[src/rtl/idec_pkg.sv]
// Package: shared encodings and control bundle for the instruction decoder.
// Assumes the fixed 32-bit word with opcode in [31:26] and funct in [5:0].
package idec_pkg;

    localparam int OP_W    = 6;
    localparam int FN_W    = 6;
    localparam int REG_W   = 5;

    // Opcode values.
    localparam logic [OP_W-1:0] OPC_REG   = 6'd0;
    localparam logic [OP_W-1:0] OPC_J     = 6'd2;
    localparam logic [OP_W-1:0] OPC_JAL   = 6'd3;
    localparam logic [OP_W-1:0] OPC_BEQ   = 6'd4;
    localparam logic [OP_W-1:0] OPC_BNE   = 6'd5;
    localparam logic [OP_W-1:0] OPC_ADDI  = 6'd8;
    localparam logic [OP_W-1:0] OPC_SLTI  = 6'd10;
    localparam logic [OP_W-1:0] OPC_ANDI  = 6'd12;
    localparam logic [OP_W-1:0] OPC_ORI   = 6'd13;
    localparam logic [OP_W-1:0] OPC_LUI   = 6'd15;
    localparam logic [OP_W-1:0] OPC_LW    = 6'd35;
    localparam logic [OP_W-1:0] OPC_SW    = 6'd43;

    // Function values under opcode zero.
    localparam logic [FN_W-1:0] FN_JR     = 6'd8;
    localparam logic [FN_W-1:0] FN_ADD    = 6'd32;
    localparam logic [FN_W-1:0] FN_SUB    = 6'd34;
    localparam logic [FN_W-1:0] FN_SLT    = 6'd42;

    typedef enum logic [2:0] {
        ALU_ADD  = 3'd0,
        ALU_SUB  = 3'd1,
        ALU_SLT  = 3'd2,
        ALU_AND  = 3'd3,
        ALU_OR   = 3'd4,
        ALU_PASS = 3'd5
    } alu_op_e;

    typedef enum logic [1:0] {
        WB_ALU  = 2'd0,
        WB_MEM  = 2'd1,
        WB_LINK = 2'd2
    } wb_sel_e;

    typedef enum logic [1:0] {
        EXT_SIGN  = 2'd0,
        EXT_ZERO  = 2'd1,
        EXT_UPPER = 2'd2
    } ext_mode_e;

    typedef enum logic [1:0] {
        DST_NONE = 2'd0,
        DST_RD   = 2'd1,
        DST_RT   = 2'd2,
        DST_LINK = 2'd3
    } dst_sel_e;

    typedef struct packed {
        alu_op_e   alu_op;
        wb_sel_e   wb_sel;
        ext_mode_e ext;
        dst_sel_e  dst;
        logic      alu_src_imm;
        logic      mem_rd;
        logic      mem_wr;
        logic      br_eq;
        logic      br_ne;
        logic      jmp;
        logic      jmp_reg;
        logic      illegal;
    } ctrl_t;

endpackage

[src/rtl/idec_fields.sv]
// Module: splits an instruction word into its fixed-position fields.
// Assumes all three layouts share the opcode slot; pure wiring, no state.
module idec_fields #(
    parameter int INSTR_W = 32,
    parameter int REG_W   = 5,
    parameter int IMM_W   = 16,
    parameter int TGT_W   = 26
) (
    input  logic [INSTR_W-1:0] word,
    output logic [5:0]         op,
    output logic [5:0]         funct,
    output logic [REG_W-1:0]   rs,
    output logic [REG_W-1:0]   rt,
    output logic [REG_W-1:0]   rd,
    output logic [IMM_W-1:0]   imm,
    output logic [TGT_W-1:0]   tgt
);
    localparam int OP_LSB = INSTR_W - 6;
    localparam int RS_LSB = OP_LSB - REG_W;
    localparam int RT_LSB = RS_LSB - REG_W;
    localparam int RD_LSB = RT_LSB - REG_W;

    // Slice the word into fields at their fixed bit positions.
    always_comb begin
        op    = word[INSTR_W-1 -: 6];
        rs    = word[RS_LSB +: REG_W];
        rt    = word[RT_LSB +: REG_W];
        rd    = word[RD_LSB +: REG_W];
        funct = word[5:0];
        imm   = word[IMM_W-1:0];
        tgt   = word[TGT_W-1:0];
    end
endmodule

[src/rtl/idec_ctrl.sv]
// Module: maps opcode and funct to the control bundle.
// Assumes unsupported encodings must yield an all-quiet bundle with illegal set.
module idec_ctrl
    import idec_pkg::*;
(
    input  logic [5:0] op,
    input  logic [5:0] funct,
    output ctrl_t      ctrl
);
    // Decode the operation; default is the quiet illegal bundle.
    always_comb begin
        ctrl             = '0;
        ctrl.alu_op      = ALU_ADD;
        ctrl.wb_sel      = WB_ALU;
        ctrl.ext         = EXT_SIGN;
        ctrl.dst         = DST_NONE;
        ctrl.illegal     = 1'b1;
        unique case (op)
            OPC_REG: begin
                unique case (funct)
                    FN_ADD: begin
                        ctrl.illegal = 1'b0;
                        ctrl.alu_op  = ALU_ADD;
                        ctrl.dst     = DST_RD;
                    end
                    FN_SUB: begin
                        ctrl.illegal = 1'b0;
                        ctrl.alu_op  = ALU_SUB;
                        ctrl.dst     = DST_RD;
                    end
                    FN_SLT: begin
                        ctrl.illegal = 1'b0;
                        ctrl.alu_op  = ALU_SLT;
                        ctrl.dst     = DST_RD;
                    end
                    FN_JR: begin
                        ctrl.illegal = 1'b0;
                        ctrl.jmp_reg = 1'b1;
                    end
                    default: ;
                endcase
            end
            OPC_ADDI, OPC_SLTI, OPC_ANDI, OPC_ORI, OPC_LUI: begin
                ctrl.illegal     = 1'b0;
                ctrl.alu_src_imm = 1'b1;
                ctrl.dst         = DST_RT;
                unique case (op)
                    OPC_ADDI: ctrl.alu_op = ALU_ADD;
                    OPC_SLTI: ctrl.alu_op = ALU_SLT;
                    OPC_ANDI: begin ctrl.alu_op = ALU_AND;  ctrl.ext = EXT_ZERO;  end
                    OPC_ORI:  begin ctrl.alu_op = ALU_OR;   ctrl.ext = EXT_ZERO;  end
                    default:  begin ctrl.alu_op = ALU_PASS; ctrl.ext = EXT_UPPER; end
                endcase
            end
            OPC_LW: begin
                ctrl.illegal     = 1'b0;
                ctrl.alu_src_imm = 1'b1;
                ctrl.mem_rd      = 1'b1;
                ctrl.wb_sel      = WB_MEM;
                ctrl.dst         = DST_RT;
            end
            OPC_SW: begin
                ctrl.illegal     = 1'b0;
                ctrl.alu_src_imm = 1'b1;
                ctrl.mem_wr      = 1'b1;
            end
            OPC_BEQ, OPC_BNE: begin
                ctrl.illegal = 1'b0;
                ctrl.alu_op  = ALU_SUB;
                ctrl.br_eq   = (op == OPC_BEQ);
                ctrl.br_ne   = (op == OPC_BNE);
            end
            OPC_J: begin
                ctrl.illegal = 1'b0;
                ctrl.jmp     = 1'b1;
            end
            OPC_JAL: begin
                ctrl.illegal = 1'b0;
                ctrl.jmp     = 1'b1;
                ctrl.wb_sel  = WB_LINK;
                ctrl.dst     = DST_LINK;
            end
            default: ;
        endcase
    end
endmodule

[src/rtl/idec_imm.sv]
// Module: widens the 16-bit immediate by the mode the control picked.
// Assumes XLEN is at least twice IMM_W so the upper placement fits.
module idec_imm
    import idec_pkg::*;
#(
    parameter int IMM_W = 16,
    parameter int XLEN  = 32
) (
    input  logic [IMM_W-1:0] imm,
    input  ext_mode_e        mode,
    output logic [XLEN-1:0]  imm_ext
);
    localparam int PAD_W = XLEN - IMM_W;

    // Select sign, zero or upper-half placement.
    always_comb begin
        unique case (mode)
            EXT_ZERO:  imm_ext = {{PAD_W{1'b0}}, imm};
            EXT_UPPER: imm_ext = {imm, {PAD_W{1'b0}}};
            default:   imm_ext = {{PAD_W{imm[IMM_W-1]}}, imm};
        endcase
    end
endmodule

[src/rtl/idec_dest.sv]
// Module: chooses the write-back register and drops writes to register 0.
// Assumes the link register index is a fixed parameter.
module idec_dest
    import idec_pkg::*;
#(
    parameter int REG_W    = 5,
    parameter int LINK_REG = 31
) (
    input  dst_sel_e          dst,
    input  logic [REG_W-1:0]  rd,
    input  logic [REG_W-1:0]  rt,
    output logic [REG_W-1:0]  wr_idx,
    output logic              wr_en
);
    localparam logic [REG_W-1:0] LINK_IDX = REG_W'(LINK_REG);

    logic [REG_W-1:0] pick;

    // Pick the raw destination index by selector.
    always_comb begin
        unique case (dst)
            DST_RD:   pick = rd;
            DST_RT:   pick = rt;
            DST_LINK: pick = LINK_IDX;
            default:  pick = '0;
        endcase
    end

    // Enable only for a nonzero destination.
    always_comb begin
        wr_en  = (pick != '0);
        wr_idx = pick;
    end
endmodule

[src/rtl/instr_decode_unit.sv]
// Module: top of the decoder; registers one decoded word per cycle.
// Assumes synchronous active-low reset and that in_valid gates all strobes.
module instr_decode_unit
    import idec_pkg::*;
#(
    parameter int INSTR_W  = 32,
    parameter int REG_W    = 5,
    parameter int IMM_W    = 16,
    parameter int TGT_W    = 26,
    parameter int LINK_REG = 31
) (
    input  logic               clk,
    input  logic               rst_n,
    input  logic               in_valid,
    input  logic [INSTR_W-1:0] in_word,
    output logic               out_valid,
    output logic [REG_W-1:0]   rs_idx,
    output logic [REG_W-1:0]   rt_idx,
    output logic [REG_W-1:0]   wr_idx,
    output logic [INSTR_W-1:0] imm_ext,
    output logic [TGT_W-1:0]   jmp_tgt,
    output logic [2:0]         alu_op,
    output logic               alu_src_imm,
    output logic [1:0]         wb_sel,
    output logic               reg_we,
    output logic               mem_rd,
    output logic               mem_wr,
    output logic               br_eq,
    output logic               br_ne,
    output logic               jmp,
    output logic               jmp_reg,
    output logic               illegal
);
    localparam logic [REG_W-1:0] LINK_IDX = REG_W'(LINK_REG);

    logic [5:0]         f_op;
    logic [5:0]         f_fn;
    logic [REG_W-1:0]   f_rs;
    logic [REG_W-1:0]   f_rt;
    logic [REG_W-1:0]   f_rd;
    logic [IMM_W-1:0]   f_imm;
    logic [TGT_W-1:0]   f_tgt;
    ctrl_t              c;
    logic [INSTR_W-1:0] d_imm;
    logic [REG_W-1:0]   d_wr;
    logic               d_we;

    idec_fields #(
        .INSTR_W(INSTR_W), .REG_W(REG_W), .IMM_W(IMM_W), .TGT_W(TGT_W)
    ) u_fields (
        .word(in_word), .op(f_op), .funct(f_fn), .rs(f_rs), .rt(f_rt),
        .rd(f_rd), .imm(f_imm), .tgt(f_tgt)
    );

    idec_ctrl u_ctrl (
        .op(f_op), .funct(f_fn), .ctrl(c)
    );

    idec_imm #(
        .IMM_W(IMM_W), .XLEN(INSTR_W)
    ) u_imm (
        .imm(f_imm), .mode(c.ext), .imm_ext(d_imm)
    );

    idec_dest #(
        .REG_W(REG_W), .LINK_REG(LINK_REG)
    ) u_dest (
        .dst(c.dst), .rd(f_rd), .rt(f_rt), .wr_idx(d_wr), .wr_en(d_we)
    );

    // Register the decoded result; strobes are gated by in_valid.
    always_ff @(posedge clk) begin
        if (!rst_n) begin
            out_valid   <= 1'b0;
            rs_idx      <= '0;
            rt_idx      <= '0;
            wr_idx      <= '0;
            imm_ext     <= '0;
            jmp_tgt     <= '0;
            alu_op      <= '0;
            alu_src_imm <= 1'b0;
            wb_sel      <= '0;
            reg_we      <= 1'b0;
            mem_rd      <= 1'b0;
            mem_wr      <= 1'b0;
            br_eq       <= 1'b0;
            br_ne       <= 1'b0;
            jmp         <= 1'b0;
            jmp_reg     <= 1'b0;
            illegal     <= 1'b0;
        end else begin
            out_valid   <= in_valid;
            rs_idx      <= f_rs;
            rt_idx      <= f_rt;
            wr_idx      <= d_wr;
            imm_ext     <= d_imm;
            jmp_tgt     <= f_tgt;
            alu_op      <= c.alu_op;
            alu_src_imm <= c.alu_src_imm;
            wb_sel      <= c.wb_sel;
            reg_we      <= in_valid & d_we;
            mem_rd      <= in_valid & c.mem_rd;
            mem_wr      <= in_valid & c.mem_wr;
            br_eq       <= in_valid & c.br_eq;
            br_ne       <= in_valid & c.br_ne;
            jmp         <= in_valid & c.jmp;
            jmp_reg     <= in_valid & c.jmp_reg;
            illegal     <= in_valid & c.illegal;
        end
    end

    AST_VALID_FOLLOWS: assert property (@(posedge clk) disable iff (!rst_n)
        in_valid |=> out_valid);
    AST_IDLE_FOLLOWS: assert property (@(posedge clk) disable iff (!rst_n)
        !in_valid |=> !out_valid);
    AST_IDLE_QUIET: assert property (@(posedge clk) disable iff (!rst_n)
        !out_valid |-> !(reg_we || mem_rd || mem_wr || br_eq || br_ne || jmp || jmp_reg || illegal));
    AST_MEM_EXCL: assert property (@(posedge clk) disable iff (!rst_n)
        !(mem_rd && mem_wr));
    AST_LOAD_WB_MEM: assert property (@(posedge clk) disable iff (!rst_n)
        (reg_we && wb_sel == 2'd1) |-> mem_rd);
    AST_FLOW_ONEHOT: assert property (@(posedge clk) disable iff (!rst_n)
        $onehot0({br_eq, br_ne, jmp, jmp_reg}));
    AST_LINK_R31: assert property (@(posedge clk) disable iff (!rst_n)
        (reg_we && wb_sel == 2'd2) |-> (wr_idx == LINK_IDX && jmp));
    AST_NO_ZERO_WRITE: assert property (@(posedge clk) disable iff (!rst_n)
        reg_we |-> (wr_idx != '0));
    AST_ILLEGAL_QUIET: assert property (@(posedge clk) disable iff (!rst_n)
        illegal |-> !(reg_we || mem_rd || mem_wr || br_eq || br_ne || jmp || jmp_reg));
endmodule

[config.mk]
export PLATFORM = sky130hd
export DESIGN_NAME = instr_decode_unit
export DESIGN_NICKNAME = d
export VERILOG_FILES = /design/src/rtl/idec_pkg.sv /design/src/rtl/idec_fields.sv /design/src/rtl/idec_ctrl.sv /design/src/rtl/idec_imm.sv /design/src/rtl/idec_dest.sv /design/src/rtl/instr_decode_unit.sv
export SDC_FILE = /design/constraint.sdc
export NUM_CORES = 1
export LEC_CHECK = 0
export ABC_CLOCK_PERIOD_IN_PS = 2800
export BUFFER_PORTS_ARGS = -buffer_cell sky130_fd_sc_hd__buf_2
export CELL_PAD_IN_SITES_DETAIL_PLACEMENT = 0
export CELL_PAD_IN_SITES_GLOBAL_PLACEMENT = 1
export CORE_MARGIN = 2
export CORE_UTILIZATION = 35
export CTS_CLUSTER_DIAMETER = 60
export CTS_CLUSTER_SIZE = 20
export DETAILED_ROUTE_END_ITERATION = 10
export MAX_ROUTING_LAYER = met4
export PLACE_DENSITY_LB_ADDON = 0.1
export SLEW_MARGIN = 20
export SYNTH_ARGS = -nofsm -noshare
export SYNTH_HDL_FRONTEND = slang
export SYNTH_SLANG_ARGS = --single-unit
[constraint.sdc]
create_clock -name clk -period 2.8 [get_ports clk]
set_input_delay 0.56 -clock clk [delete_from_list [all_inputs] [get_ports clk]]
set_output_delay 0.56 -clock clk [all_outputs]
set_load 0.02 [all_outputs]
* Word level (Yosys, flattened, before mapping)
Cells that the tools add are included.
** Storage, ports and cells
- Register bits after elaboration :: 88
- Input bits :: 35
- Output and inout bits :: 88
- Word-level logic and storage cells :: 76
** Cells by class
- Eq/ne operators :: 20
- Multiplexer cells :: 19
- Bitwise gates (word level) :: 8
- Reduce and logical (&&, ||, !) cells :: 12
** Operator list (count)
- 32-bit case mux with 2 select lines :: 1
- 6-bit by 4-bit == test with 1-bit output (second input constant) :: 6
- 6-bit == test (second input constant) :: 5
- 5-bit case mux with 3 select lines :: 1
- 6-bit by 2-bit == test with 1-bit output (second input constant) :: 2
- 6-bit by 3-bit == test with 1-bit output (second input constant) :: 2
- 2-bit case mux with 2 select lines :: 3
- 3-bit case mux with 4 select lines :: 1
- 11-bit OR reduction :: 1
- 3-bit case mux with 3 select lines :: 1
- 1-bit AND :: 8
- 1-bit two-way mux :: 8
- 2-bit OR reduction :: 4
- 7-bit OR reduction :: 1
- 2-bit == test (second input constant) :: 3
- 6-bit zero test :: 1
- 2-bit case mux with 3 select lines :: 1
- 6-bit OR reduction :: 1
- 5-bit nonzero test :: 1
- 5-bit OR reduction :: 1
- 2-bit by 1-bit == test with 1-bit output (second input constant) :: 2
- 2-bit two-way mux :: 2
- 4-bit OR reduction :: 1
- 3-bit OR reduction :: 1
- 1-bit case mux with 2 select lines :: 1

* Longest topological paths before layout
Gate-level depths: netlist of the first run.
- Depth in word-level cells :: 8
- Gate-level depth with buffers :: 6
- Gate-level depth less buffers :: 4

* By module
From an unflattened synthesis of the first run, not the netlist that was laid out.
** Second synthesis, totals
- Cells, all modules :: 370
- Area total of the unflattened synthesis :: 3642.2 µm²
** By module, submodules not included
- instr_decode_unit :: times used 1, cells an instance 185, area each 2376.0 µm², seq. area each 1761.7 µm²
- idec_fields :: times used 1, cells an instance 69, area each 518.0 µm², seq. area each 0.0 µm²
- idec_ctrl :: times used 1, cells an instance 55, area each 335.3 µm², seq. area each 0.0 µm²
- idec_imm :: times used 1, cells an instance 43, area each 321.6 µm², seq. area each 0.0 µm²
- idec_dest :: times used 1, cells an instance 18, area each 91.3 µm², seq. area each 0.0 µm²

* Worst setup path before layout of the first run
OpenSTA, ideal clock, no wires.
- Kind :: input to register
- Start :: input port in_word[28]
- End :: register alu_op[0]
- Setup time :: 0.070 ns
- Data arrival time :: 1.855 ns
- Data required time :: 2.730 ns
- Setup slack :: 0.875 ns
- Stages on the path :: 6
- Path buffers :: 2
- Cells stage by stage :: buf_6 -> or4_4 -> nor4_4 -> buf_6 -> nand4b_1 -> a21oi_1
** Between the ends
- Longest elaborated chain between the ends :: 3
- Elaborated cells between the ends (all ways) :: 12
- Classes of those cells :: 7 x eq/ne; 2 x mux; 3 x reduce/logical
** RTL lines
- start, declared :: line instr_decode_unit.sv:15 : input logic [INSTR_W-1:0] in_word,
- 6-bit by 4-bit == test with 1-bit output (tied with other cells) :: line idec_ctrl.sv:18, idec_ctrl.sv:47
- 3-bit case mux with 4 select lines (tied with other cells) :: line idec_ctrl.sv:47 : unique case (op)
- 3-bit case mux with 3 select lines (*) :: line idec_ctrl.sv:18 : unique case (op)
- end signal, assigned :: line instr_decode_unit.sv:98 : alu_op <= c.alu_op;
- end, declared :: line instr_decode_unit.sv:22 : output logic [2:0] alu_op,
Every way passes the cells marked *; elsewhere a longest branch is shown, timed or not.
A chain may end at the register's enable or synchronous reset.

* Worst setup path after layout of the first run
- Start :: input port in_word[28]
- End :: register alu_op[1]
The elaborated chain is that of the path after synthesis.

==> results of run 1 <==
## area by class of cell
| cell class | count | area share [%] |
|---|---|---|
| Clock inverter | 6 | 2.75 |
| Tap cell | 99 | 3.68 |
| Multi-Input combinational cell | 137 | 22.4 |
| Timing Repair Buffer | 124 | 18.6 |
| Clock buffer | 10 | 4.09 |
| Sequential cell | 78 | 46.4 |
| Inverter | 19 | 2.12 |
## worst max-delay path: stages
cell and delay (ns):
buf_2 0.16, or4_4 0.56, nor4_4 0.57, nand4_1 0.18, a21oi_1 0.18
## power breakdown
group / switching (mW) / internal [mW]
Combinational: 0.168 / 0.0848
Clock: 0.420 / 0.531
Sequential: 0.0123 / 1.16
## stage by stage
stage,hold slack (ns),power [mW],instances,util (%)
floorplan,0.684,1.36,256,-
global placement,0.771,1.45,457,44.0
detailed placement,0.770,1.45,457,44.0
CTS,0.408,2.41,473,47.2
global route,0.414,2.47,473,47.2
finish,0.419,2.37,473,47.2
## metal layers
layer / global-route usage [%] / up-vias
met5: - / -
li1: - / 1052
met3: 5.45 / 8
met2: 23.8 / 78
met4: 6.92 / 0
met1: 18.9 / 961
## final timing paths
kind / from / to / slack [ns] / cells past startpoint
setup / recovery: in_word[28] / alu_op[1] / 0.86 / 5
hold / removal: in_word[23] / rs_idx[2] / 0.42 / 2
## logic make-up (layout without fill, tap and decap cells)
kind of cell    Yosys count  after routing
simple gates             97             97
flops                    78             78
buf+inv                  41            159
compound gates           37             37
xor+xnor                  3              3
## placed cells by master, fill, tap and decap left out, types with 2 or more instances in the layout
cell type	synthesis	routed
a211oi_1	6	6
a21oi_1	3	3
and2_1	11	11
buf_2	1	122
buf_4	11	2
bufinv_16	0	2
clkbuf_8	1	10
clkinvlp_4	0	2
dfxtp_1	78	78
inv_1	19	19
nand2_1	21	21
nand2b_1	2	2
nand3_1	10	10
nand4_1	2	2
nor2_1	27	27
nor2b_1	2	2
nor3_1	2	2
nor4_1	5	5
o21ai_0	22	22
or3_1	2	2
xnor2_1	2	2
==> impl_metrics.toml, run 1 <==
[outcome]
outcome = "finished clean"

[clocking]
cts_sinks = 78
ctsHoldBuffers = 0
cts_root_buffer = "clkbuf_8"
cts.htree.levels = 3
cts_resized = 0
cts-buffers-inserted = 9
cts.reportedPaths.clkPinSlew_ns = 0.08
post_cts_buffers = 0
cts.path.max_buffers = 2
cts_tree = "yes"

[finish]
fillers = 740
final_nets = 404
seqCellArea_um2 = 1560
largest_reg_flops = 32
multi_input_area_um2 = 756
diodes = 0
drive_gt1_share_pct = 39.6
fin_area_um2 = 3370
largest-register = "imm_ext"
top_regs = "imm_ext x32, jmp_tgt x17"
area_growth_pct = 32.3

[route]
postRouteAntennaNets = 0
wl_met1_um = 2660
vias = 2099
drt_wl_total_um = 6080
dr.max_layer_used = "met4"
dr.pass1.iters = 4
avgRoutedWirePerCell_um = 12.8
drc = 0
met2_length_um = 2810
via_per_inst = 4.44
drt-initial-drc-count = 51
wl_met3_um = 526

[sta]
setup-violations-final = 0
tns_ns = 0
hold_viol = 0
tightest_slew_ns = 0.742
rsz0062_at_grt = "false"
fin_crit_ns = 1.94
final-max-slew-violation-count = 0
max_slew_margin_pct = 50.1
max_freq_mhz = 515
fin_ws_ns = 0.858
finalCritPeriodShare_pct = 69.4

[job]
maxCapViolCount = 0

[logic_synthesis]
yosys-top-cells-area = "dfxtp_1 61%, o21ai_0 4.3%, nor2_1 4.0%"
synth_xor_area_share_pct = 1.03
synth_simple_gate_area_share_pct = 20.3
synth.top_cell.area_share_pct = 61.3
synth.most_common_cell = "dfxtp_1"
avgSynthCellArea_um2 = 9.95
synth_top_cells_by_count = "78 x dfxtp_1, 27 x nor2_1, 22 x o21ai_0"
synth_flop_cell = "dfxtp_1"
yosys_warnings = 0
synth-seq-area-share_pct = 61.3
synth_compound_area_share_pct = 8.35
syn-num-nets = 291
muxShareOfSynthArea_pct = 0
yosys.area.top_type = "dfxtp_1"
syn_inst = 256
synth-seq-cells = 78
synthAdderAreaFrac_pct = 0
ys_async_sr_fraction_pct = 0
synth.cell_area_um2 = 2550
synth-edff-count = 0
synth_top_family_by_area = "simple AND/OR/NAND/NOR gates"
synth.distinct_cells = 42

[die]
die_x_um = 89.3
die-height_um = 89.3
initial_core_util_pct = 35.7
rows = 31
num_io_pins = 123
core-area_um2 = 7140
dieArea_um2 = 7970

[hold_path]
min_path_type = "primary input to flip-flop"

[setup_path]
end_kind = "flip-flop"
worstPathMaxFanout = 15
worstSetupStartpointType = "primary input"
worstSetupPathType = "primary input to flip-flop"
crit_required_ns = 3.08
worst_ep_arrival_time_ns = 2.22

[placement]
place_area_um2 = 3140
io_buffers = 122
dp_hpwl_um = 4400
routabilityCongestion = 0.729
pre_cts_ws_ns = 0.510

[grt]
grt_pass1_vias = 1891
grt_pass1_wl_um = 9090
grt_start_max_net_pins = 31
grt_overflow = 0
grtUsageTotal_pct = 15.7
antenna_found_initial = 0

[power]
leakagePower_nw = 1.73
peakVddDrop_mv = 0.287
p_per_area_nw_per_um2 = 705
Note: power is estimated with default switching activity, not from simulation.
==> run 2: changes to the inputs <==
Settings changed: ABC_CLOCK_PERIOD_IN_PS 2800 to 2000, CORE_UTILIZATION 35 to 33.
Clock period 2.8 ns to 2 ns, I/O delays scaled along.
==> run 2 against run 1 <==
  * Hold slack worse by 0.15 ns
  * Final cell count is 2.1% higher
  * Total power is 29% higher
  * Cell area is 0.15% higher
  * Critical path type unchanged
==> impl_metrics.toml, run 2 (synthesized netlist as in run 1, its figures left out) <==
[outcome]
outcome = "finished clean"

[sta]
max_slew_margin_pct = 57.6
setup-violations-final = 0
rsz0062_at_grt = "false"
final-max-slew-violation-count = 0
tightest_slew_ns = 0.633
hold_viol = 0
max_freq_mhz = 648
tns_ns = 0
finalCritPeriodShare_pct = 77.2
fin_crit_ns = 1.54

[power]
p_per_area_nw_per_um2 = 904
p_seq_share_pct = 53.7
pwr-share-clk_pct = 34.3
sw_frac_of_total_pct = 27.0
leakagePower_nw = 1.74
peakVddDrop_mv = 0.371
p_int_mw = 2.23
power_frac_comb_pct = 11.9
switchingPower_uw = 824

[die]
die_x_um = 91.8
rows = 32
dieArea_um2 = 8430
num_io_pins = 123
core-area_um2 = 7610
initial_core_util_pct = 33.5
die-height_um = 91.8

[setup_path]
worst_ep_arrival_time_ns = 1.81
worstSetupPathType = "primary input to flip-flop"
worstSetupStartpointType = "primary input"
end_kind = "flip-flop"
worstPathMaxFanout = 10
crit_required_ns = 2.27

[route]
postRouteAntennaNets = 0
via_per_inst = 4.34
drt-initial-drc-count = 33
dr.pass1.iters = 4
drc = 0
vias = 2097
drt_wl_total_um = 6390
avgRoutedWirePerCell_um = 13.2

[finish]
largest_reg_flops = 32
largest-register = "imm_ext"
post-route-util_pct = 44.3
final_nets = 412
diodes = 0
area_growth_pct = 32.5
layout_commonest_cell = "buf_2"
layout_common_cells = "122 x buf_2, 78 x dfxtp_1, 27 x nor2_1"
top_regs = "imm_ext x32, jmp_tgt x17"
instances_no_fill = 483
drive_gt1_share_pct = 40.7

[grt]
grt_overflow = 0
antenna_found_initial = 0
grt_start_max_net_pins = 16
grt_pass1_wl_um = 10300
grtUsageTotal_pct = 16.1
grt_pass1_vias = 2097

[clocking]
ctsHoldBuffers = 0
cts_tree = "yes"
cts_resized = 0
cts_root_buffer = "clkbuf_8"
cts.path.max_buffers = 2
cts.reportedPaths.clkPinSlew_ns = 0.08
post_cts_buffers = 0
cts-buffers-inserted = 9
cts.htree.levels = 3
cts_sinks = 78

[placement]
io_buffers = 122
routabilityCongestion = 0.733
dp_cells = 468
dp_hpwl_um = 4630

[hold_path]
min_path_type = "primary input to flip-flop"

[job]
maxCapViolCount = 0
-- run 2: metrics by stage --
step | power [mW] | instance area, um2 | setup WS, ns | hold WS (ns)
floorplan | 1.91 | 2550 | 0.235 | 0.524
global placement | 2.04 | 3200 | 0.135 | 0.611
detailed placement | 2.05 | 3200 | 0.0957 | 0.614
CTS | 3.10 | 3370 | 0.461 | 0.248
global route | 3.20 | 3370 | 0.318 | 0.244
finish | 3.05 | 3370 | 0.457 | 0.265
-- run 2: worst paths after layout --
| path | start | to | slack (ns) | cells after the start |
|---|---|---|---|---|
| worst max-delay path | in_word[29] | wr_idx[4] | 0.46 | 5 |
| worst min-delay path | in_word[21] | rs_idx[0] | 0.26 | 2 |
-- run 2: metal layers --
metal / track usage (%) / vias up / part of all wire [%]
met5: - / - / 0
met4: 7.09 / 0 / 1.7
met2: 25.4 / 73 / 45
met3: 3.86 / 9 / 6.0
met1: 19.6 / 948 / 47
li1: - / 1067 / -
-- run 2: worst max-delay path: stages --
cell and delay [ns]:
buf_2 0.16, or4bb_2 0.68, nor2_1 0.33, a211oi_1 0.08
o21ai_0 0.16
-- run 2: power by group through the flow --
stage | registers [mW] | clock network, mW | logic [mW]
finish | 1.64 | 1.05 | 0.364
global placement | 1.68 | 0 | 0.370
CTS | 1.64 | 1.09 | 0.370
detailed placement | 1.68 | 0 | 0.369
floorplan | 1.77 | 0 | 0.135
global route | 1.65 | 1.15 | 0.398
-- run 2: area by class of cell --
| type | count | area (um2) |
|---|---|---|
| clock buffer | 10 | 138 |
| clock inverter | 5 | 33.8 |
| fill | 769 | 4230 |
| inverter | 19 | 71.3 |
| multi-input combinational | 137 | 756 |
| sequential | 78 | 1560 |
| tap | 102 | 128 |
| timing repair buffer | 132 | 686 |
==> run 3: changes to the inputs <==
Settings changed: ABC_CLOCK_PERIOD_IN_PS 2000 to 1390, CORE_UTILIZATION 33 to 29.
Clock period 2 ns to 1.39 ns, I/O delays scaled along.
==> run 3 against run 2 <==
  * Cell area grew 6.6%
  * Core utilization down 2.7 points
  * Critical path depth increased by 1
  * Global-route usage is 1.1 points lower
  * Clock-buffer cell count fell by 1
  * Via count increased by 4.2%
  * Combinational power increased by 58%
  * Final cell count is 5.6% higher
  * Clock power is 55% higher
  * Sequential share of layout area down 2.9 points
==> impl_metrics.toml, run 3 (synthesized netlist as in run 1, its figures left out) <==
[route]
vias = 2186
drc = 0
dr.pass1.iters = 4
via_per_inst = 4.29
postRouteAntennaNets = 0
drt-initial-drc-count = 70
avgRoutedWirePerCell_um = 13.5
drt_wl_total_um = 6870

[setup_path]
end_kind = "flip-flop"
worstSetupStartpointType = "primary input"
slowest_stage = "or3_1"
worst_ep_arrival_time_ns = 1.58
worstPathMaxFanout = 10
critPathMaxStageDelay_ns = 0.39
cp_cell_sequence = "buf_2 > buf_4 > and2b_2 > or3_1 > a21o_1 > o22ai_1"
critPathLaunch = "in_word[26]"
worstSetupPathType = "primary input to flip-flop"
crit_required_ns = 1.67

[grt]
grt.busiest_layer = "met2"
use_met1_pct = 18.8
antenna_found_initial = 0
grt_start_max_net_pins = 17
grt_pass1_vias = 2223
use_met2_pct = 22.9
grt_overflow = 0
grt_pass1_wl_um = 10800
met3_usage_pct = 3.81
grtUsageTotal_pct = 14.9

[sta]
max_freq_mhz = 765
rsz0062_at_grt = "false"
hold_viol = 0
setup-violations-final = 0
max_slew_margin_pct = 79.4
tightest_slew_ns = 0.307
tns_ns = 0
hold_ws_ns = 0.134
finalCritPeriodShare_pct = 94.0
final-max-slew-violation-count = 0
fin_crit_ns = 1.31

[clocking]
cts_resized = 0
cts_sinks = 78
cts.reportedPaths.clkPinSlew_ns = 0.09
ctsHoldBuffers = 0
cts.htree.levels = 3
cts_tree = "yes"
cts.path.max_buffers = 2
post_cts_buffers = 0
cts_root_buffer = "clkbuf_8"
cts-buffers-inserted = 9

[placement]
routabilityCongestion = 0.799
dp_hpwl_um = 5080
io_buffers = 122
place_area_um2 = 3400

[power]
p_per_area_nw_per_um2 = 1270
pwr-share-clk_pct = 35.7
finalPower_mw = 4.56
power_frac_comb_pct = 12.6
peakVddDrop_mv = 0.525
p_int_mw = 3.24
switchingPower_mw = 1.33
sw_frac_of_total_pct = 29.1
p_seq_share_pct = 51.7
leakagePower_nw = 1.85

[die]
num_io_pins = 123
die-height_um = 97.7
rows = 34
die_x_um = 97.7
core-area_um2 = 8640
initial_core_util_pct = 29.5
dieArea_um2 = 9550

[finish]
top_regs = "imm_ext x32, jmp_tgt x17"
layout_commonest_cell = "buf_2"
final_nets = 432
fin_area_um2 = 3590
largest_reg_flops = 32
fillers = 901
diodes = 0
layout_common_cells = "122 x buf_2, 78 x dfxtp_1, 27 x buf_4"
post-route-util_pct = 41.6
area_growth_pct = 41.2
largest-register = "imm_ext"
drive_gt1_share_pct = 44.5

[hold_path]
hold_start = "in_word[23]"
min_path_type = "primary input to flip-flop"
holdPathEnd = "rs_idx[2]"
whs_path_depth = 2

[job]
maxCapViolCount = 0

[outcome]
outcome = "finished clean"
[run 3: cell count changes in the layout (fill, tap and decap cells not counted), moves of 2 or more]
cell      before  now
inv_6          1    3
nor2_1        27   24
buf_4         10   27
buf_12         0    3
clkinv_2       2    0
nor2_2         0    2
[run 3: worst max-delay path by stage]
stage | endpoint | slack, ns | cells past startpoint
2_1_floorplan | alu_op[0] | -0.25 | 6
3_3_place_gp | wr_idx[0] | -0.32 | 6
3_5_place_dp | alu_op[0] | -0.36 | 6
4_1_cts | alu_op[0] | 0.01 | 6
5_1_grt | wr_idx[1] | 0.004 | 6
6_report | reg_we | 0.08 | 6
[run 3: layer usage]
metal	routed length (um)	vias up
met5	0	-
li1	-	1112
met2	3090	82
met1	3250	984
met4	97	0
met3	433	8
[run 3: worst max-delay path: cells and delay by family]
| kind | cells | cell delay [ns] |
|---|---|---|
| buf+inv | 2 | 0.27 |
| simple gates | 2 | 0.59 |
| compound gates | 2 | 0.44 |
[run 3: final cells by class]
| cell class | count | area, um2 | share of cell area, % |
|---|---|---|---|
| Multi-Input combinational cell | 137 | 768 | 21.4 |
| Sequential cell | 78 | 1560 | 43.4 |
| Inverter | 19 | 71.3 | 1.98 |
| Timing Repair Buffer | 152 | 873 | 24.3 |
| Tap cell | 108 | 135 | 3.76 |
| Clock inverter | 7 | 61.3 | 1.71 |
| Clock buffer | 9 | 124 | 3.45 |
[run 3: power groups by stage]
stage | registers, mW | clock network (mW) | logic [mW]
floorplan | 2.55 | 0 | 0.198
global placement | 2.41 | 0 | 0.583
detailed placement | 2.41 | 0 | 0.583
CTS | 2.36 | 1.68 | 0.584
global route | 2.37 | 1.78 | 0.625
finish | 2.36 | 1.63 | 0.575
[run 3: stage by stage]
stage | std cells | setup slack, ns
after floorplan | 256 | -0.248
after global placement | 494 | -0.321
after detailed placement | 494 | -0.355
after CTS | 510 | 0.0121
after global routing | 510 | 0.00373
final | 510 | 0.0836
